`config.mk`:
```
export PLATFORM = sky130hd
export DESIGN_NAME = async_abort_gate
export DESIGN_NICKNAME = d
export VERILOG_FILES = /design/src/rtl/abt_pkg.sv /design/src/rtl/abt_mask_reg.sv /design/src/rtl/abt_pend_latch.sv /design/src/rtl/abt_deliver.sv /design/src/rtl/async_abort_gate.sv
export SDC_FILE = /design/constraint.sdc
export NUM_CORES = 1
export LEC_CHECK = 0
export BUFFER_PORTS_ARGS = -buffer_cell sky130_fd_sc_hd__buf_2
export CORE_AREA = 5 5 42 44
export CTS_BUF_LIST = sky130_fd_sc_hd__clkbuf_8
export DETAILED_ROUTE_END_ITERATION = 6
export DIE_AREA = 0 0 47 49
export REMOVE_ABC_BUFFERS = 1
export SYNTH_ARGS = -nofsm -noshare
export SYNTH_HDL_FRONTEND = slang
export SYNTH_HIERARCHICAL = 1
export SYNTH_SLANG_ARGS = --single-unit
```
`constraint.sdc`:
```
create_clock -name clk -period 1.3 [get_ports clk]
set_input_delay 0.195 -clock clk [delete_from_list [all_inputs] [get_ports clk]]
set_output_delay 0.195 -clock clk [all_outputs]
set_load 0.1 [all_outputs]
```
`src/rtl/abt_pkg.sv`:
```
package abt_pkg;
  // Source of the next mask value, in priority order (auto set wins).
  typedef enum logic [1:0] {
    MSK_HOLD = 2'd0,
    MSK_SW   = 2'd1,
    MSK_AUTO = 2'd2
  } msk_src_e;

  function automatic msk_src_e pick_mask_src(input logic auto_set,
                                             input logic wr_en);
    if (auto_set)   return MSK_AUTO;
    else if (wr_en) return MSK_SW;
    else            return MSK_HOLD;
  endfunction
endpackage

```
`src/rtl/abt_mask_reg.sv`:
```
module abt_mask_reg
  import abt_pkg::*;
#(
  parameter logic MASK_RST = 1'b1
) (
  input  logic clk,
  input  logic rst,
  input  logic auto_set_i,
  input  logic wr_en_i,
  input  logic wr_val_i,
  output logic mask_o,
  output logic mask_nxt_o
);
  msk_src_e src;

  always_comb begin
    src = pick_mask_src(auto_set_i, wr_en_i);
    unique case (src)
      MSK_AUTO: mask_nxt_o = 1'b1;
      MSK_SW:   mask_nxt_o = wr_val_i;
      default:  mask_nxt_o = mask_o;
    endcase
  end

  always_ff @(posedge clk) begin
    if (rst) mask_o <= MASK_RST;
    else     mask_o <= mask_nxt_o;
  end

  // Automatic set dominates any software value
  assert_auto_dominates_R10: assert property (@(posedge clk) disable iff (rst)
    (auto_set_i && wr_en_i && !wr_val_i) |=> mask_o);

  // Plain software write lands, otherwise the bit holds
  assert_sw_write_R12: assert property (@(posedge clk) disable iff (rst)
    (!auto_set_i && wr_en_i) |=> (mask_o == $past(wr_val_i)));
  assert_mask_holds_R12: assert property (@(posedge clk) disable iff (rst)
    (!auto_set_i && !wr_en_i) |=> $stable(mask_o));
endmodule

```
`src/rtl/abt_pend_latch.sv`:
```
module abt_pend_latch (
  input  logic clk,
  input  logic rst,
  input  logic req_i,
  input  logic ack_i,
  output logic pend_o,
  output logic pend_nxt_o
);
  // A request always sets; acknowledge is the only clear.
  always_comb pend_nxt_o = req_i | (pend_o & ~ack_i);

  always_ff @(posedge clk) begin
    if (rst) pend_o <= 1'b0;
    else     pend_o <= pend_nxt_o;
  end

  // Only the acknowledge clears the latch
  assert_clear_only_on_ack_R7: assert property (@(posedge clk) disable iff (rst)
    (!$past(rst) && $fell(pend_o)) |-> $past(ack_i));

  // Pending survives while unacknowledged
  assert_pend_sticky_R6: assert property (@(posedge clk) disable iff (rst)
    (pend_o && !ack_i) |=> pend_o);

  // Merged requests retire with a single acknowledge
  assert_single_ack_R8: assert property (@(posedge clk) disable iff (rst)
    (ack_i && !req_i) |=> !pend_o);
endmodule

```
`src/rtl/abt_deliver.sv`:
```
module abt_deliver (
  input  logic clk,
  input  logic rst,
  input  logic pend_nxt_i,
  input  logic mask_nxt_i,
  output logic take_o
);
  // Registered from the next-state values so take_o lines up with
  // pend_o/mask_o on the same edge (no extra masked cycle).
  always_ff @(posedge clk) begin
    if (rst) take_o <= 1'b0;
    else     take_o <= pend_nxt_i & ~mask_nxt_i;
  end
endmodule

```
`src/rtl/async_abort_gate.sv`:
```
module async_abort_gate (
  input  logic clk,
  input  logic rst,
  input  logic abt_req_i,
  input  logic ent_abt_i,
  input  logic ent_irq_i,
  input  logic ent_fiq_i,
  input  logic mask_wr_en_i,
  input  logic mask_wr_val_i,
  input  logic take_ack_i,
  output logic take_o,
  output logic mask_o,
  output logic pend_o
);
  logic auto_set;
  logic mask_nxt;
  logic pend_nxt;

  // Acknowledge counts as abort entry for masking purposes.
  assign auto_set = ent_abt_i | ent_irq_i | ent_fiq_i | take_ack_i;

  abt_mask_reg #(.MASK_RST(1'b1)) u_mask (
    .clk        (clk),
    .rst        (rst),
    .auto_set_i (auto_set),
    .wr_en_i    (mask_wr_en_i),
    .wr_val_i   (mask_wr_val_i),
    .mask_o     (mask_o),
    .mask_nxt_o (mask_nxt)
  );

  abt_pend_latch u_pend (
    .clk        (clk),
    .rst        (rst),
    .req_i      (abt_req_i),
    .ack_i      (take_ack_i),
    .pend_o     (pend_o),
    .pend_nxt_o (pend_nxt)
  );

  abt_deliver u_deliver (
    .clk        (clk),
    .rst        (rst),
    .pend_nxt_i (pend_nxt),
    .mask_nxt_i (mask_nxt),
    .take_o     (take_o)
  );

  // Never deliver while masked
  assert_no_take_masked_R1: assert property (@(posedge clk) disable iff (rst)
    take_o |-> !mask_o);

  // Pending and unmasked means delivered
  assert_pending_delivered_R2: assert property (@(posedge clk) disable iff (rst)
    (pend_o && !mask_o) |-> take_o);
  assert_take_has_pending_R2: assert property (@(posedge clk) disable iff (rst)
    take_o |-> pend_o);

  // Abort entry or acknowledge masks
  assert_abt_entry_masks_R3: assert property (@(posedge clk) disable iff (rst)
    (ent_abt_i || take_ack_i) |=> mask_o);

  // IRQ / FIQ entry masks
  assert_irq_fiq_masks_R4: assert property (@(posedge clk) disable iff (rst)
    (ent_irq_i || ent_fiq_i) |=> (mask_o && !take_o));

  // Reset state
  assert_reset_state_R5: assert property (@(posedge clk)
    $past(rst) |-> (mask_o && !pend_o && !take_o));

  // Same-cycle request and unmask is delivered at once
  assert_same_cycle_R11: assert property (@(posedge clk) disable iff (rst)
    (abt_req_i && mask_wr_en_i && !mask_wr_val_i && !auto_set) |=> take_o);

  // Take holds until acknowledged or masked again
  assert_take_holds_R13: assert property (@(posedge clk) disable iff (rst)
    (take_o && !auto_set && !(mask_wr_en_i && mask_wr_val_i)) |=> take_o);
  assert_req_on_ack_R13: assert property (@(posedge clk) disable iff (rst)
    (take_ack_i && abt_req_i) |=> (pend_o && mask_o && !take_o));

  // Input assumption: acknowledge only while a take is offered
  assert_ack_legal_R7: assert property (@(posedge clk) disable iff (rst)
    take_ack_i |-> take_o);
endmodule

```
# After elaboration in Yosys (flattened, before gate mapping)
# Cells that the tools add are included.
dict set report totals {
  ff_bits 3
  out_inout_bits 3
  inputBits 9
  wordCells 16
}
dict set report classes {
  eq_ne 2
  muxes 3
  bitwise 8
}
# cell n
set ops {}
lappend ops {{1-bit bitwise OR} 4}
lappend ops {{1-bit bitwise AND} 2}
lappend ops {{2-bit by 1-bit == test with 1-bit output, second input constant} 1}
lappend ops {{2-bit == test, second input constant} 1}
lappend ops {{2-bit 2-to-1 mux} 1}
lappend ops {{1-bit inverter} 2}
lappend ops {{1-bit case mux with 2 select lines} 1}
lappend ops {{1-bit 2-to-1 mux} 1}

# Longest topological paths before layout
dict set report depth {
  ltp_word 8
  depth_mapped 3
  mapped_depth_nobuf 3
}

# Cells and area by module
# The synthesis kept the hierarchy.
# module n_inst seq_area_each_um2 cells_per_inst area_per_inst_um2
set modules_own_cells {}
lappend modules_own_cells {abt_pend_latch 1 20.0 5 50.0}
lappend modules_own_cells {abt_mask_reg 1 20.0 5 43.8}
lappend modules_own_cells {abt_deliver 1 20.0 2 32.5}
lappend modules_own_cells {async_abort_gate 1 0.0 1 7.5}

# Worst setup path before layout
# OpenSTA, ideal clock, no wires.
dict set report synth_path {
  kind {register to register}
  start {register u_mask.mask_o}
  end {register u_deliver.take_o}
  required_ps 1185
  setup_time_ps 115
  stages_incl_launch_ff 4
  path_buffers 0
  path_slack_ps -107
  t_arrival_ps 1291
  period_less_slack_ps 1407
  cell_sequence {dfxtp_1 mux2i_1 nand2b_1 nor3b_2}
}
dict set report synth_between {
  elab_chain_cells 3
}
# element line
set synth_rtl {}
lappend synth_rtl {{start, declared} abt_mask_reg.sv:11} ;# output logic mask_o,
lappend synth_rtl {{start signal, assigned} abt_mask_reg.sv:27} ;# else mask_o <= mask_nxt_o;
lappend synth_rtl {{1-bit case mux with 2 select lines} abt_mask_reg.sv:18} ;# unique case (src)
lappend synth_rtl {{named net mask_nxt} async_abort_gate.sv:16} ;# logic mask_nxt;
lappend synth_rtl {{1-bit inverter} abt_deliver.sv:12} ;# else take_o <= pend_nxt_i & ~mask_nxt_i;
lappend synth_rtl {{1-bit bitwise AND} abt_deliver.sv:12}
lappend synth_rtl {{end signal, assigned} abt_deliver.sv:12}
lappend synth_rtl {{end, declared} abt_deliver.sv:6} ;# output logic take_o
# The timed path passes the listed nets, and every way through them passes these cells.
# A chain may end at the register's enable or synchronous reset.

# Worst setup path in the final report
dict set report layout_path {
  start {register u_mask.mask_o}
  end {output mask_o}
}
# element line
set layout_rtl {}
lappend layout_rtl {{end, declared} async_abort_gate.sv:12} ;# output logic mask_o,
# No word-level cell between the ends.

==> flow_results.xml <==
<?xml version="1.0" encoding="UTF-8"?>
<metrics>
  <group name="setup_path">
    <metric name="criticalPathCategory" unit="">flop to output port</metric>
    <metric name="critical_path.max_fanout" unit="">2</metric>
    <metric name="crit_cells" unit="">1</metric>
    <metric name="crit_family" unit="">buffers and inverters</metric>
    <metric name="critical_path.n_buffers_inverters" unit="">1</metric>
    <metric name="critical_path_max_stage_delay" unit="ps">420</metric>
    <metric name="cp_data_arrival_time" unit="ps">940</metric>
    <metric name="ff2ff_path_depth" unit="">3</metric>
    <metric name="cp-end-kind" unit="">output port</metric>
    <metric name="cp.required" unit="ps">1110</metric>
    <metric name="path_cells" unit="">buf_2</metric>
    <metric name="critPathSlowestCell" unit="">buf_2</metric>
    <metric name="worstSetupStartpointType" unit="">flop</metric>
  </group>
  <group name="drt">
    <metric name="dr.max_layer_used" unit="">met3</metric>
    <metric name="routed-wl-met3" unit="um">69</metric>
    <metric name="routed_via_density" unit="">3.16</metric>
    <metric name="drt_first_pass_iters" unit="">1</metric>
    <metric name="wl_per_cell" unit="um">8.14</metric>
    <metric name="drt_drc_violations_left" unit="">0</metric>
    <metric name="routedLengthMet1" unit="um">135</metric>
    <metric name="initial_detailed_routing_violation_count" unit="">0</metric>
    <metric name="detail_route.wirelength" unit="um">358</metric>
    <metric name="postRouteAntennaNets" unit="">0</metric>
    <metric name="routed-via-count" unit="">139</metric>
    <metric name="met2_wirelength" unit="um">154</metric>
  </group>
  <group name="clock_tree">
    <metric name="cts_max_path_buffers" unit="">2</metric>
    <metric name="post-cts-setup-buffers" unit="">0</metric>
    <metric name="ctsHoldBuffers" unit="">0</metric>
    <metric name="post_cts_resized" unit="">0</metric>
    <metric name="clock_tree.root_cell" unit="">clkbuf_8</metric>
    <metric name="clock_insertion_delay_worst_skew" unit="ps">210</metric>
    <metric name="cts_inserted_buffers" unit="">3</metric>
    <metric name="path_clk_slew" unit="ps">30</metric>
    <metric name="cts_tree" unit="">built</metric>
    <metric name="numClockSinks" unit="">3</metric>
    <metric name="htree_depth" unit="">1</metric>
  </group>
  <group name="worst_hold_path">
    <metric name="hold_class" unit="">primary input to flop</metric>
    <metric name="worst_hold_path.num_cells" unit="">2</metric>
  </group>
  <group name="cells_and_area">
    <metric name="antenna_diode_count" unit="">0</metric>
    <metric name="nets" unit="">38</metric>
    <metric name="areaGrowthSynthToFinish" unit="%">101</metric>
    <metric name="final_cell_count_no_fill" unit="">44</metric>
    <metric name="final_layout_size_suffix_gt1_share" unit="%">60.7</metric>
    <metric name="num-fill-cells" unit="">161</metric>
    <metric name="mostFrequentLayoutCells" unit="">buf_2 (10), clkbuf_8 (3), dfxtp_1 (3)</metric>
    <metric name="mostFrequentLayoutCell" unit="">buf_2</metric>
  </group>
  <group name="placed_design">
    <metric name="placed_cells_incl_taps" unit="">40</metric>
    <metric name="place_congestion" unit="">0.707</metric>
    <metric name="hpwlAfterDp" unit="um">316</metric>
    <metric name="buffer_ports.inserted" unit="">11</metric>
  </group>
  <group name="floorplan">
    <metric name="chipHeight" unit="um">49</metric>
    <metric name="row_count" unit="">14</metric>
    <metric name="ioPinCount" unit="">12</metric>
    <metric name="fp.dieW" unit="um">47</metric>
    <metric name="initial_standard_cell_utilization_of_the_core" unit="%">9.55</metric>
    <metric name="core-area" unit="mm^2">0.00140</metric>
    <metric name="die_area" unit="mm^2">0.00230</metric>
  </group>
  <group name="status">
    <metric name="status" unit="">finished, final reports clean</metric>
  </group>
  <group name="synthesis">
    <metric name="ys_ff_latch" unit="">3</metric>
    <metric name="yosys.cell_types.count" unit="">10</metric>
    <metric name="synth.yosys.seq_area_share" unit="%">44.9</metric>
    <metric name="post_synth_instance_area" unit="um^2">134</metric>
    <metric name="synthesized_area_per_cell" unit="um^2">10.3</metric>
    <metric name="yosys_warns" unit="">6</metric>
    <metric name="postSynthCellCount" unit="">13</metric>
  </group>
  <group name="timing">
    <metric name="fin_crit" unit="ps">1140</metric>
    <metric name="rsz_0062_raised_after_global_routing" unit="">false</metric>
    <metric name="finalHoldViolations" unit="">0</metric>
    <metric name="setup-tns-final" unit="ps">0</metric>
    <metric name="timing.final.setup_violations" unit="">0</metric>
    <metric name="worst_slew_pin_slew" unit="ps">487</metric>
    <metric name="achievable-frequency" unit="MHz">878</metric>
    <metric name="timing_max_transition_violations_final" unit="">0</metric>
    <metric name="finalCritPeriodShare" unit="%">87.6</metric>
    <metric name="worst_clock_skew" unit="ps">0.182</metric>
    <metric name="timing.max_slew.rel_slack" unit="%">67.8</metric>
  </group>
  <group name="grt">
    <metric name="initial_antenna_violation_count" unit="">0</metric>
    <metric name="overflow" unit="">0</metric>
    <metric name="grt_pass1_wl" unit="um">558</metric>
    <metric name="pin_count_of_the_biggest_net_entering_global_routing" unit="">4</metric>
    <metric name="grt_util_all_layers" unit="%">3.73</metric>
    <metric name="grt_pass1_vias" unit="">159</metric>
  </group>
  <group name="pwr">
    <metric name="leakage" unit="nW">0.130</metric>
    <metric name="total_power" unit="W">0.000405</metric>
    <metric name="peakVddDrop" unit="mV">0.209</metric>
    <metric name="power_density" unit="mW/mm^2">1510</metric>
  </group>
  <group name="flow_run">
    <metric name="maxCapViolCount" unit="">0</metric>
  </group>
</metrics>
==> metal layers <==
metal	vias to the layer above	track usage, %
li1	72	-
met1	57	3.72
met2	10	4.52
met3	0	1.48
met4	0	5.53
met5	-	0
==> state kept, by name, indices dropped and copies added (netlist names) <==
| signal | count |
|---|---|
| u_deliver/take_o | 1 |
| u_pend/pend_o | 1 |
| u_mask/mask_o | 1 |
==> report_power, final <==
| part | internal (W) | leakage [nW] | switching, W | total, W |
|---|---|---|---|---|
| clock | 0.000200 | 0.0269 | 0.0000563 | 0.000257 |
| combinational | 0.0000228 | 0.0783 | 0.0000269 | 0.0000498 |
| sequential | 0.0000952 | 0.0245 | 0.00000312 | 0.0000983 |
| total | 0.000319 | 0.130 | 0.0000864 | 0.000405 |
==> cell usage after synthesis (all sizes together) <==
cell type | instances | area [um^2]
nor2 | 1 | 3.75
nor3b | 1 | 12.5
mux2i | 1 | 10.0
nand2 | 2 | 7.51
a21oi | 1 | 8.76
dfxtp | 3 | 60.1
or4 | 1 | 7.51
nand2b | 2 | 20.0
inv | 1 | 3.75
==> worst paths after layout <==
path	endpoint	startpoint	slack (ps)
hold reg to reg	u_mask/mask_o	u_mask/mask_o	490
hold / removal	u_pend/pend_o	rst	180
setup / recovery	mask_o	u_mask/mask_o	160
setup reg to reg	u_deliver/take_o	u_mask/mask_o	510
==> metrics by stage <==
stage	utilization (%)	hold slack [ps]	setup slack (ps)	cell area, um^2
floorplan	-	257	-107	134
global route	19.2	186	143	269
finish	19.2	179	162	269
CTS	19.2	175	150	269
global placement	16.0	402	54.1	224
detailed placement	16.0	397	24.8	224
==> cells by family (layout without fill, tap and decap cells) <==
logic type             count (synthesis)  after routing  share of synthesized area, %
AND/OR/NAND/NOR                        7              7                          38.3
flip-flops                             3              3                          44.9
AO/OA/AOI/OAI                          1              1                          6.54
multiplexers                           1              1                          7.48
buffers and inverters                  1             16                          2.80
==> area by class of cell <==
class	instances	area, um^2	area share [%]
clock buffer	3	41.3	15.3
clock inverter	1	3.75	1.40
inverter	1	3.75	1.40
multi-input combinational	9	70.1	26.0
sequential	3	60.1	22.3
tap	16	20.0	7.44
timing repair buffer	11	70.1	26.0
(Power assumes the default switching activity.)
